--- src/rtl/smseq_pkg.sv ---
package smseq_pkg;

  parameter int unsigned CNT_W = 6;

  typedef logic [CNT_W-1:0] cnt_t;

  typedef struct packed {
    cnt_t setup;
    cnt_t pulse;
  } strobe_t;

  typedef struct packed {
    logic    wr_by_nwe;
    cnt_t    wr_cycle;
    cnt_t    rd_cycle;
    strobe_t nwe;
    strobe_t nrd;
    strobe_t ncs_wr;
    strobe_t ncs_rd;
  } cs_timing_t;

  localparam int unsigned TIMING_W = $bits(cs_timing_t);

  typedef enum logic [1:0] {TURN_NONE, TURN_CS, TURN_EARLY} turn_e;
  typedef enum logic [1:0] {ST_IDLE, ST_TURN, ST_ACC} seq_st_e;

  function automatic logic [CNT_W:0] strobe_end(strobe_t s);
    return {1'b0, s.setup} + {1'b0, s.pulse};
  endfunction

  function automatic logic zero_hold(strobe_t s, cnt_t cyc);
    return strobe_end(s) >= {1'b0, cyc};
  endfunction

  function automatic logic in_window(strobe_t s, cnt_t k);
    return ({1'b0, k} >= {1'b0, s.setup}) && ({1'b0, k} < strobe_end(s));
  endfunction

endpackage

--- src/rtl/smseq_cfg_bank.sv ---
module smseq_cfg_bank
  import smseq_pkg::*;
#(
  parameter int unsigned NUM_CS = 4,
  parameter int unsigned SEL_W  = (NUM_CS > 1) ? $clog2(NUM_CS) : 1
) (
  input  logic             clk,
  input  logic             rst_n,
  input  logic             wr_en,
  input  logic [SEL_W-1:0] wr_sel,
  input  cs_timing_t       wr_word,
  input  logic [SEL_W-1:0] rd_sel,
  output cs_timing_t       rd_word
);

  localparam cs_timing_t BANK_RST = '{
    wr_by_nwe: 1'b0,
    wr_cycle:  cnt_t'(1),
    rd_cycle:  cnt_t'(1),
    nwe:       '{setup: cnt_t'(0), pulse: cnt_t'(1)},
    nrd:       '{setup: cnt_t'(0), pulse: cnt_t'(1)},
    ncs_wr:    '{setup: cnt_t'(0), pulse: cnt_t'(1)},
    ncs_rd:    '{setup: cnt_t'(0), pulse: cnt_t'(1)}
  };

  cs_timing_t bank_q [NUM_CS];

  for (genvar g = 0; g < NUM_CS; g++) begin : g_slot
    logic slot_en;
    assign slot_en = wr_en && (wr_sel == SEL_W'(g));

    always_ff @(posedge clk or negedge rst_n) begin
      if (!rst_n) begin
        bank_q[g] <= BANK_RST;
      end else if (slot_en) begin
        bank_q[g] <= wr_word;
      end
    end
  end

  always_comb begin
    rd_word = bank_q[0];
    for (int i = 1; i < NUM_CS; i++) begin
      if (rd_sel == SEL_W'(i)) rd_word = bank_q[i];
    end
  end

endmodule

--- src/rtl/smseq_turn.sv ---
module smseq_turn
  import smseq_pkg::*;
#(
  parameter int unsigned NUM_CS = 4,
  parameter int unsigned SEL_W  = (NUM_CS > 1) ? $clog2(NUM_CS) : 1
) (
  input  logic             clk,
  input  logic             rst_n,
  input  logic             accept,
  input  logic             req_wr,
  input  logic [SEL_W-1:0] req_cs,
  input  cs_timing_t       tmg,
  input  logic             nwe_fb,
  output turn_e            kind
);

  logic             prev_vld_q, prev_vld_d;
  logic             prev_wr_q,  prev_wr_d;
  logic [SEL_W-1:0] prev_cs_q,  prev_cs_d;

  logic same_dev, wr_then_rd;
  logic rule_strobe, rule_ncs, rule_fb;

  always_comb begin
    same_dev   = prev_vld_q && (prev_cs_q == req_cs);
    wr_then_rd = same_dev && prev_wr_q && !req_wr;

    rule_strobe = zero_hold(tmg.nwe, tmg.wr_cycle) && (tmg.nrd.setup == '0);
    rule_ncs    = !tmg.wr_by_nwe && zero_hold(tmg.ncs_wr, tmg.wr_cycle) &&
                  (tmg.ncs_rd.setup == '0);
    rule_fb     = tmg.wr_by_nwe && zero_hold(tmg.nwe, tmg.wr_cycle) && !nwe_fb;

    if (prev_vld_q && !same_dev) begin
      kind = TURN_CS;
    end else if (wr_then_rd && (rule_strobe || rule_ncs || rule_fb)) begin
      kind = TURN_EARLY;
    end else begin
      kind = TURN_NONE;
    end
  end

  always_comb begin
    prev_vld_d = prev_vld_q;
    prev_wr_d  = prev_wr_q;
    prev_cs_d  = prev_cs_q;
    if (accept) begin
      prev_vld_d = 1'b1;
      prev_wr_d  = req_wr;
      prev_cs_d  = req_cs;
    end
  end

  always_ff @(posedge clk or negedge rst_n) begin
    if (!rst_n) begin
      prev_vld_q <= 1'b0;
      prev_wr_q  <= 1'b0;
      prev_cs_q  <= '0;
    end else begin
      prev_vld_q <= prev_vld_d;
      prev_wr_q  <= prev_wr_d;
      prev_cs_q  <= prev_cs_d;
    end
  end

  p_early_wr_rd_r6: assert property (@(posedge clk) disable iff (!rst_n)
    (accept && kind == TURN_EARLY) |-> (prev_wr_q && !req_wr && prev_cs_q == req_cs));

  p_cs_change_r5: assert property (@(posedge clk) disable iff (!rst_n)
    (accept && prev_vld_q && prev_cs_q != req_cs) |-> (kind == TURN_CS));

endmodule

--- src/rtl/smseq_engine.sv ---
module smseq_engine
  import smseq_pkg::*;
#(
  parameter int unsigned NUM_CS = 4,
  parameter int unsigned SEL_W  = (NUM_CS > 1) ? $clog2(NUM_CS) : 1,
  parameter int unsigned AW     = 24,
  parameter int unsigned DW     = 16,
  parameter int unsigned BW     = DW / 8
) (
  input  logic              clk,
  input  logic              rst_n,
  input  logic              req_valid,
  output logic              req_ready,
  output logic              accept,
  input  logic              req_wr,
  input  logic [SEL_W-1:0]  req_cs,
  input  logic [AW-1:0]     req_addr,
  input  logic [DW-1:0]     req_wdata,
  input  logic [BW-1:0]     req_be,
  input  cs_timing_t        req_tmg,
  input  turn_e             turn_kind,
  output logic              rsp_valid,
  output logic [DW-1:0]     rsp_rdata,
  output logic [AW-1:0]     mem_addr,
  output logic [DW-1:0]     mem_dout,
  output logic              mem_doe,
  input  logic [DW-1:0]     mem_din,
  output logic              mem_nwe_n,
  output logic              mem_nrd_n,
  output logic [NUM_CS-1:0] mem_ncs_n,
  output logic [BW-1:0]     mem_nbs_n
);

  seq_st_e          st_q,       st_d;
  cnt_t             cnt_q,      cnt_d;
  logic             cur_wr_q,   cur_wr_d;
  logic [SEL_W-1:0] cur_cs_q,   cur_cs_d;
  cs_timing_t       cur_t_q,    cur_t_d;
  logic [AW-1:0]    cur_addr_q, cur_addr_d;
  logic [DW-1:0]    cur_wd_q,   cur_wd_d;
  logic [BW-1:0]    cur_be_q,   cur_be_d;
  logic             early_q,    early_d;
  logic [AW-1:0]    bus_addr_q, bus_addr_d;
  logic [DW-1:0]    bus_wd_q,   bus_wd_d;
  logic [BW-1:0]    bus_be_q,   bus_be_d;
  logic             rsp_vld_q,  rsp_vld_d;
  logic [DW-1:0]    rdata_q,    rdata_d;

  logic             in_acc, in_turn, last_clk, capture, ncs_on, hold_bus;
  cnt_t             cyc_len;
  logic [CNT_W:0]   rd_end;

  // ---------------- next state ----------------
  always_comb begin
    in_acc   = (st_q == ST_ACC);
    in_turn  = (st_q == ST_TURN);
    accept   = req_valid && (st_q == ST_IDLE);
    cyc_len  = cur_wr_q ? cur_t_q.wr_cycle : cur_t_q.rd_cycle;
    last_clk = ({1'b0, cnt_q} + 1'b1) >= {1'b0, cyc_len};
    rd_end   = strobe_end(cur_t_q.nrd);
    capture  = in_acc && !cur_wr_q &&
               ((({1'b0, cnt_q} + 1'b1) == rd_end) ||
                (last_clk && (rd_end > {1'b0, cyc_len})));

    st_d       = st_q;
    cnt_d      = cnt_q;
    cur_wr_d   = cur_wr_q;
    cur_cs_d   = cur_cs_q;
    cur_t_d    = cur_t_q;
    cur_addr_d = cur_addr_q;
    cur_wd_d   = cur_wd_q;
    cur_be_d   = cur_be_q;
    early_d    = early_q;
    bus_addr_d = bus_addr_q;
    bus_wd_d   = bus_wd_q;
    bus_be_d   = bus_be_q;

    unique case (st_q)
      ST_IDLE: begin
        if (accept) begin
          cur_wr_d   = req_wr;
          cur_cs_d   = req_cs;
          cur_t_d    = req_tmg;
          cur_addr_d = req_addr;
          cur_wd_d   = req_wdata;
          cur_be_d   = req_be;
          cnt_d      = '0;
          early_d    = (turn_kind == TURN_EARLY);
          if (turn_kind != TURN_NONE) begin
            st_d = ST_TURN;
          end else begin
            st_d       = ST_ACC;
            bus_addr_d = req_addr;
            bus_wd_d   = req_wdata;
            bus_be_d   = req_be;
          end
        end
      end
      ST_TURN: begin
        st_d       = ST_ACC;
        early_d    = 1'b0;
        bus_addr_d = cur_addr_q;
        bus_wd_d   = cur_wd_q;
        bus_be_d   = cur_be_q;
      end
      ST_ACC: begin
        if (last_clk) st_d = ST_IDLE;
        else          cnt_d = cnt_q + 1'b1;
      end
      default: st_d = ST_IDLE;
    endcase

    rsp_vld_d = capture;
    rdata_d   = capture ? mem_din : rdata_q;
  end

  // ---------------- registers ----------------
  always_ff @(posedge clk or negedge rst_n) begin
    if (!rst_n) begin
      st_q       <= ST_IDLE;
      cnt_q      <= '0;
      cur_wr_q   <= 1'b0;
      cur_cs_q   <= '0;
      cur_t_q    <= '0;
      cur_addr_q <= '0;
      cur_wd_q   <= '0;
      cur_be_q   <= '0;
      early_q    <= 1'b0;
      bus_addr_q <= '0;
      bus_wd_q   <= '0;
      bus_be_q   <= '0;
      rsp_vld_q  <= 1'b0;
      rdata_q    <= '0;
    end else begin
      st_q       <= st_d;
      cnt_q      <= cnt_d;
      cur_wr_q   <= cur_wr_d;
      cur_cs_q   <= cur_cs_d;
      cur_t_q    <= cur_t_d;
      cur_addr_q <= cur_addr_d;
      cur_wd_q   <= cur_wd_d;
      cur_be_q   <= cur_be_d;
      early_q    <= early_d;
      bus_addr_q <= bus_addr_d;
      bus_wd_q   <= bus_wd_d;
      bus_be_q   <= bus_be_d;
      rsp_vld_q  <= rsp_vld_d;
      rdata_q    <= rdata_d;
    end
  end

  // ---------------- pin decode ----------------
  always_comb begin
    ncs_on    = in_acc && in_window(cur_wr_q ? cur_t_q.ncs_wr : cur_t_q.ncs_rd, cnt_q);
    hold_bus  = in_acc || (in_turn && early_q);
    mem_nwe_n = !(in_acc && cur_wr_q && in_window(cur_t_q.nwe, cnt_q));
    mem_nrd_n = !(in_acc && !cur_wr_q && in_window(cur_t_q.nrd, cnt_q));
    mem_nbs_n = hold_bus ? ~bus_be_q : '1;
    mem_doe   = (in_acc && cur_wr_q) || (in_turn && early_q);
  end

  for (genvar i = 0; i < NUM_CS; i++) begin : g_ncs
    assign mem_ncs_n[i] = !(ncs_on && (cur_cs_q == SEL_W'(i)));
  end

  assign req_ready = (st_q == ST_IDLE);
  assign mem_addr  = bus_addr_q;
  assign mem_dout  = bus_wd_q;
  assign rsp_valid = rsp_vld_q;
  assign rsp_rdata = rdata_q;

  // ---------------- assertions ----------------
  p_accept_busy_r1: assert property (@(posedge clk) disable iff (!rst_n)
    (req_valid && req_ready) |=> !req_ready);

  p_rw_exclusive_r2: assert property (@(posedge clk) disable iff (!rst_n)
    !(!mem_nwe_n && !mem_nrd_n));

  p_ncs_onehot_r3: assert property (@(posedge clk) disable iff (!rst_n)
    $onehot0(~mem_ncs_n));

  p_rsp_after_read_r4: assert property (@(posedge clk) disable iff (!rst_n)
    rsp_valid |-> $past(in_acc && !cur_wr_q));

  p_turn_single_r5: assert property (@(posedge clk) disable iff (!rst_n)
    in_turn |=> in_acc);

  p_cs_turn_quiet_r5: assert property (@(posedge clk) disable iff (!rst_n)
    (in_turn && !early_q) |-> ((&mem_ncs_n) && mem_nwe_n && mem_nrd_n && !mem_doe));

  p_early_hold_r9: assert property (@(posedge clk) disable iff (!rst_n)
    (in_turn && early_q) |-> (mem_doe && $stable(mem_addr) && $stable(mem_dout) && (&mem_ncs_n)));

endmodule

--- src/rtl/static_mem_seq.sv ---
module static_mem_seq
  import smseq_pkg::*;
#(
  parameter int unsigned NUM_CS = 4,
  parameter int unsigned AW     = 24,
  parameter int unsigned DW     = 16,
  parameter int unsigned BW     = DW / 8,
  parameter int unsigned SEL_W  = (NUM_CS > 1) ? $clog2(NUM_CS) : 1
) (
  input  logic                clk,
  input  logic                rst_n,
  input  logic                cfg_we,
  input  logic [SEL_W-1:0]    cfg_sel,
  input  logic [TIMING_W-1:0] cfg_word,
  input  logic                req_valid,
  output logic                req_ready,
  input  logic                req_wr,
  input  logic [SEL_W-1:0]    req_cs,
  input  logic [AW-1:0]       req_addr,
  input  logic [DW-1:0]       req_wdata,
  input  logic [BW-1:0]       req_be,
  output logic                rsp_valid,
  output logic [DW-1:0]       rsp_rdata,
  output logic [AW-1:0]       mem_addr,
  output logic [DW-1:0]       mem_dout,
  output logic                mem_doe,
  input  logic [DW-1:0]       mem_din,
  output logic                mem_nwe_n,
  output logic                mem_nrd_n,
  output logic [NUM_CS-1:0]   mem_ncs_n,
  output logic [BW-1:0]       mem_nbs_n,
  input  logic                mem_nwe_fb
);

  logic [1:0] rst_sync_q;
  logic       rst_core_n;

  always_ff @(posedge clk or negedge rst_n) begin
    if (!rst_n) rst_sync_q <= 2'b00;
    else        rst_sync_q <= {rst_sync_q[0], 1'b1};
  end
  assign rst_core_n = rst_sync_q[1];

  cs_timing_t req_tmg;
  turn_e      turn_kind;
  logic       accept;

  smseq_cfg_bank #(.NUM_CS(NUM_CS), .SEL_W(SEL_W)) u_bank (
    .clk     (clk),
    .rst_n   (rst_core_n),
    .wr_en   (cfg_we),
    .wr_sel  (cfg_sel),
    .wr_word (cs_timing_t'(cfg_word)),
    .rd_sel  (req_cs),
    .rd_word (req_tmg)
  );

  smseq_turn #(.NUM_CS(NUM_CS), .SEL_W(SEL_W)) u_turn (
    .clk     (clk),
    .rst_n   (rst_core_n),
    .accept  (accept),
    .req_wr  (req_wr),
    .req_cs  (req_cs),
    .tmg     (req_tmg),
    .nwe_fb  (mem_nwe_fb),
    .kind    (turn_kind)
  );

  smseq_engine #(.NUM_CS(NUM_CS), .SEL_W(SEL_W), .AW(AW), .DW(DW), .BW(BW)) u_eng (
    .clk       (clk),
    .rst_n     (rst_core_n),
    .req_valid (req_valid),
    .req_ready (req_ready),
    .accept    (accept),
    .req_wr    (req_wr),
    .req_cs    (req_cs),
    .req_addr  (req_addr),
    .req_wdata (req_wdata),
    .req_be    (req_be),
    .req_tmg   (req_tmg),
    .turn_kind (turn_kind),
    .rsp_valid (rsp_valid),
    .rsp_rdata (rsp_rdata),
    .mem_addr  (mem_addr),
    .mem_dout  (mem_dout),
    .mem_doe   (mem_doe),
    .mem_din   (mem_din),
    .mem_nwe_n (mem_nwe_n),
    .mem_nrd_n (mem_nrd_n),
    .mem_ncs_n (mem_ncs_n),
    .mem_nbs_n (mem_nbs_n)
  );

endmodule

--- config.mk ---
export PLATFORM = sky130hd
export DESIGN_NAME = static_mem_seq
export DESIGN_NICKNAME = d
export VERILOG_FILES = /design/src/rtl/smseq_pkg.sv /design/src/rtl/smseq_cfg_bank.sv /design/src/rtl/smseq_turn.sv /design/src/rtl/smseq_engine.sv /design/src/rtl/static_mem_seq.sv
export SDC_FILE = /design/constraint.sdc
export NUM_CORES = 1
export LEC_CHECK = 0
export BUFFER_PORTS_ARGS = -buffer_cell sky130_fd_sc_hd__buf_2
export CORE_MARGIN = 4
export CORE_UTILIZATION = 60
export DETAILED_ROUTE_END_ITERATION = 10
export PLACE_DENSITY_LB_ADDON = 0.12
export SLEW_MARGIN = 40
export SYNTH_ARGS = -nofsm -noshare
export SYNTH_HDL_FRONTEND = slang
export SYNTH_HIERARCHICAL = 1
export SYNTH_SLANG_ARGS = --single-unit
--- constraint.sdc ---
create_clock -name clk -period 15.1 [get_ports clk]
set_clock_uncertainty 0.05 [all_clocks]
set_input_delay 1.51 -clock clk [delete_from_list [all_inputs] [get_ports clk]]
set_output_delay 1.51 -clock clk [all_outputs]
set_load 0.005 [all_outputs]
**Word level (Yosys, flattened, before mapping)**

Cells that the tools add are included.
W data, S select, Z words.

- Input port bits: 129
- Flip-flop bits (word level): 423
- Output and inout port bits: 67
- Logic and storage cells: 192

- Bitwise gates (word level): 1
- Magnitude comparators: 10
- Multiplexer cells: 26
- Add/subtract/negate cells: 7
- Reductions and logical operators: 59
- Equal/unequal tests: 18

Operator list:

| cell | count |
|---|---|
| $mux W61 | 3 |
| $mux W24 | 2 |
| $pmux W24 S2 | 1 |
| $add A6 B6 Y7 | 5 |
| $mux W16 | 2 |
| $pmux W16 S2 | 1 |
| $logic_and A1 B1 Y1 | 30 |
| $ge A7 B6 Y1 | 3 |
| $lt A6 B7 Y1 | 3 |
| $ge A6 B6 Y1 | 3 |
| $mux W6 | 3 |
| $eq A2 B2 Y1 const B | 8 |
| $mux W2 | 8 |
| $logic_not A6 Y1 | 2 |
| $mux W12 | 1 |
| $pmux W6 S2 | 1 |
| $logic_not A1 Y1 | 11 |
| $eq A2 B1 Y1 const B | 4 |
| $add A6 B1 Y7 const B | 1 |
| $eq A7 B7 Y1 | 1 |
| $gt A7 B6 Y1 | 1 |
| $add A6 B1 Y6 const B | 1 |
| $logic_not A2 Y1 | 3 |
| $ne A2 B2 Y1 const B | 3 |
| other kinds (11) | 20 |

**Logic depth before layout (Yosys ltp)**

- Depth in word-level cells: 17
- Gate-level depth with buffers: 21
- Gate-level depth less buffers: 17

**Cells and area by module**

The synthesis kept the hierarchy.

By module, submodules not included:

| module | times used | sequential area each (sq um) | area an instance (sq um) | cells an instance |
|---|---|---|---|---|
| smseq_cfg_bank | 1 | 6135.9 | 10486.3 | 591 |
| smseq_engine | 1 | 4329.2 | 8916.1 | 944 |
| smseq_turn | 1 | 100.1 | 927.1 | 109 |
| static_mem_seq | 1 | 50.0 | 53.8 | 3 |

**Least setup slack after synthesis**

No wires, ideal clock.

- Path type: in2reg
- From: input port req_cs[0]
- To: register u_eng.bus_addr_q[16], in the netlist u_eng/mem_addr[16]
- Required time: 14916 ps
- Buffers on the path: 4
- Stages: 20
- Data arrival time: 5292 ps
- Setup slack: 9624 ps
- Library setup time: 134 ps
- Path through: buf_2 buf_2 mux4_2 ha_1 a21o_1 a21oi_1 o21bai_1 a21oi_1 xnor2_1 ha_1 nor4_2 o221ai_1 a32o_1 nor2_1 a21oi_1 or2_2 clkbuf_1 clkbuf_1 nand2_1 o21ai_0

RTL lines:

| what | line | RTL |
|---|---|---|
| from (decl) | static_mem_seq.sv:18 | `input logic [SEL_W-1:0] req_cs,` |
| to (signal assigned) | smseq_engine.sv:144 | `bus_addr_q <= bus_addr_d;` |
| to (decl) | smseq_engine.sv:43 | `logic [AW-1:0] bus_addr_q, bus_addr_d;` |

==> metrics.cfg <==
[power_and_ir_drop]
internal-power_mw = 2.84
switching_power_mw = 1.46
pwr-share-clk = 0.243
p_comb_frac = 0.366
switching_share = 0.339
power_leakage_nw = 11.0
peakVddDrop_mv = 0.104
seqPwrFrac = 0.391
power.density_mw_per_mm2 = 186

[routing]
wl_per_cell_um = 18.7
drc = 0
via_per_inst = 5.65
detailroute.via_count = 13055
drtPass1Iterations = 5
detail-route-antenna-nets = 0
drt-initial-drc-count = 667
wirelength_um = 43100

[grt]
grtUsageTotal = 0.238
grt_pass1_vias = 13548
grt_pass1_wl_um = 70600
gr-total-overflow = 0
grt_antenna_before_repair = 6
grt_max_degree = 91

[synth]
synth_compound_area_frac = 0.0468
synth_top_family_by_area = multiplexers
yosys-mux-area-fraction = 0.244
synthesis.nets = 1868
yosys-top-cells-area = dfrtp_1 49%, mux2_2 14%, mux4_2 6.7%
seq_area_frac_synth = 0.521
synth_largest_area_cell = dfrtp_1
synth_top_area_share = 0.490
syn_inst = 1647
synth_xor_area_frac = 0.0125
synthDistinctLibCells = 60
synth-warning-count = 6
synth_adder_area_share = 0.0588
synth_edf_count = 0
ys_top_cells_by_count = 399 x dfrtp_1, 355 x nand2_1, 257 x mux2_2, 87 x ha_1, 67 x o21ai_0
async_flop_share = 1.00
syn_area_mm2 = 0.0204
yosysMostFrequentCell = dfrtp_1
synth_area_per_cell_um2 = 12.4
yosys_most_used_dff = dfrtp_1
synth-simple-area-share = 0.0886
synth-seq-cells = 423

[clock_tree]
clkLatencyLatePin_ns = 0.55
cts_made_buffers = 44
cts_setup_buffers = 0
cts_root_buffer = clkbuf_16
ctsResizeCount = 0
cts_htree_levels = 2
clkTransAtPathRegs_ns = 0.06
clock_path_buffers = 3
tritoncts = yes
clock_sink_count = 423
postCtsHoldBufs = 0

[critical_path]
arrival_ns = 6.42
worstPathRequired_ns = 15.42
cp_max_fo = 85
criticalPathCategory = input pin to flip-flop
cp-start-kind = input pin
crit_path_end_kind = flip-flop

[job]
maxCapViolCount = 0

[timing]
finalSetupViolations = 0
hold_violations = 0
fmax_mhz = 164
fin_setup_tns_ns = 0
tightest_slew_ns = 0.767
fin_crit_ns = 6.10
worst_hold_slack_ns = 0.238
fin_crit_sh = 0.404
maxSlewViolCount = 0
rsz0062_at_grt = no
max_slew_margin = 0.489

[outcome]
status = finished clean

[cells_and_area]
utilization = 0.691
nets = 2047
area_delta_synth_final_pct = 13.8
num_antenna_cells = 0
drive_gt1_frac = 0.346
num-fill-cells = 2505
fin_cells = 2310

[floorplan]
die_y_um = 192
core_mm2 = 0.0335
fp-row-count = 67
die_w_um = 192
pin_count = 196
start_util = 0.608
die_area_mm2 = 0.0370

[placement]
port_buffers = 195
hpwl_um = 28400
dp_cells = 2228
place_congestion = 0.819

[worst_hold_path]
min_path_type = flip-flop to async pin

worst paths after layout:
check,startpoint,end,slack (ns),cells past startpoint
max,req_cs[0],u_eng/mem_dout[12],9.00,19
min,rst_sync_q[1],u_bank/bank_q[198],0.24,0
max reg2reg,u_bank/bank_q[13],u_eng/mem_dout[12],10.65,17
min reg2reg,rst_sync_q[1],u_bank/bank_q[198],0.24,0
max in group asynchronous,rst_sync_q[1],u_bank/bank_q[166],12.68,3
min in group clk,rst_sync_q[0],rst_sync_q[1],0.30,0
area by class of cell:
type	instances	area (um^2)	area share
Sequential cell	423	10600	0.458
Multi-Input combinational cell	1090	9220	0.398
Clock inverter	10	63.8	0.00275
Inverter	55	208	0.00896
Tap cell	448	561	0.0242
Clock buffer	72	1360	0.0586
Timing Repair Buffer	212	1160	0.0499
state kept, by name, indices dropped and copies added, names as in the netlist, 2 cells and up:
| signal | flops |
|---|---|
| rst_sync_q | 2 |
| u_bank/bank_q | 244 |
| u_eng/bus_be_q | 2 |
| u_eng/cnt_q | 6 |
| u_eng/cur_addr_q | 24 |
| u_eng/cur_be_q | 2 |
| u_eng/cur_cs_q | 2 |
| u_eng/cur_t_q | 60 |
| u_eng/cur_wd_q | 16 |
| u_eng/mem_addr | 24 |
| u_eng/mem_dout | 16 |
| u_eng/rsp_rdata | 16 |
| u_eng/st_q | 2 |
| u_turn/prev_cs_q | 2 |
cells by family after synthesis:
logic type / count (synthesis)
other: 1
flip-flops: 423
XOR/XNOR: 29
buffers and inverters: 134
adder cells (fa/ha/maj): 93
AO/OA/AOI/OAI: 153
AND/OR/NAND/NOR: 430
multiplexers: 384
per-layer routing:
metal	track usage	vias up	routed length, um
li1	-	6100	-
met1	0.344	6613	20000
met2	0.381	269	20000
met3	0.0440	61	2330
met4	0.0532	12	759
met5	0	-	57
power by group through the flow:
stage,Clock (mW),Sequential (mW),Combinational (mW)
finish,1.05,1.68,1.58
floorplan,0,1.67,1.17
CTS,1.07,1.68,1.59
detailed placement,0,1.70,1.57
global route,1.12,1.72,1.80
global placement,0,1.68,1.51
through the flow:
stage	setup WS [ns]	power, mW	cell area (um^2)
2_1_floorplan	2.43	2.84	20400
3_3_place_gp	8.37	3.19	21700
3_5_place_dp	8.26	3.27	21800
4_1_cts	8.79	4.34	23200
5_1_grt	8.60	4.64	23200
6_report	9.00	4.30	23200
worst max-delay path, stage by stage:
cell and delay (ns):
buf_4 0.44, buf_6 0.56, mux4_2 0.62, ha_1 0.32, a21o_1 0.17, a21oi_1 0.22, o21bai_1 0.09, a21oi_1 0.18
xnor2_1 0.09, ha_1 0.21, nor4_2 0.26, o221ai_1 0.21, a32o_1 0.35, nor2_1 0.15, a21oi_1 0.07, or2_2 0.27
buf_4 0.35, nand2_1 0.18, o21ai_0 0.12
placed cells by master, fill, tap and decap left out, types with 3 or more instances in the layout:
| master | netlist | final |
|---|---|---|
| o21ai_0 | 67 | 67 |
| mux2i_1 | 52 | 52 |
| nand2_1 | 355 | 354 |
| nor2_1 | 14 | 14 |
| mux2_1 | 5 | 5 |
| dfstp_2 | 24 | 24 |
| mux2_2 | 257 | 257 |
| xnor2_1 | 19 | 19 |
| o31ai_1 | 6 | 6 |
| nand3b_1 | 4 | 4 |
| o21a_1 | 5 | 5 |
| nor2b_1 | 8 | 7 |
| nand3_1 | 12 | 11 |
| buf_6 | 0 | 10 |
| mux4_2 | 61 | 61 |
| ha_1 | 87 | 87 |
| inv_1 | 54 | 54 |
| or4_1 | 3 | 3 |
| buf_4 | 6 | 7 |
| a21oi_1 | 29 | 29 |
| clkbuf_16 | 0 | 46 |
| o21bai_1 | 6 | 6 |
| clkbuf_8 | 0 | 11 |
| nand2b_1 | 8 | 8 |
| clkinv_2 | 0 | 9 |
| buf_2 | 25 | 194 |
| and3_1 | 3 | 3 |
| xor2_1 | 10 | 10 |
| mux2_4 | 9 | 9 |
| nor3_1 | 5 | 5 |
| a21o_1 | 22 | 22 |
| nand4_1 | 3 | 3 |
| dfrtp_1 | 399 | 398 |
| fa_1 | 5 | 5 |
| nor4_1 | 3 | 3 |
| clkbuf_1 | 39 | 15 |
(Power assumes the default switching activity.)
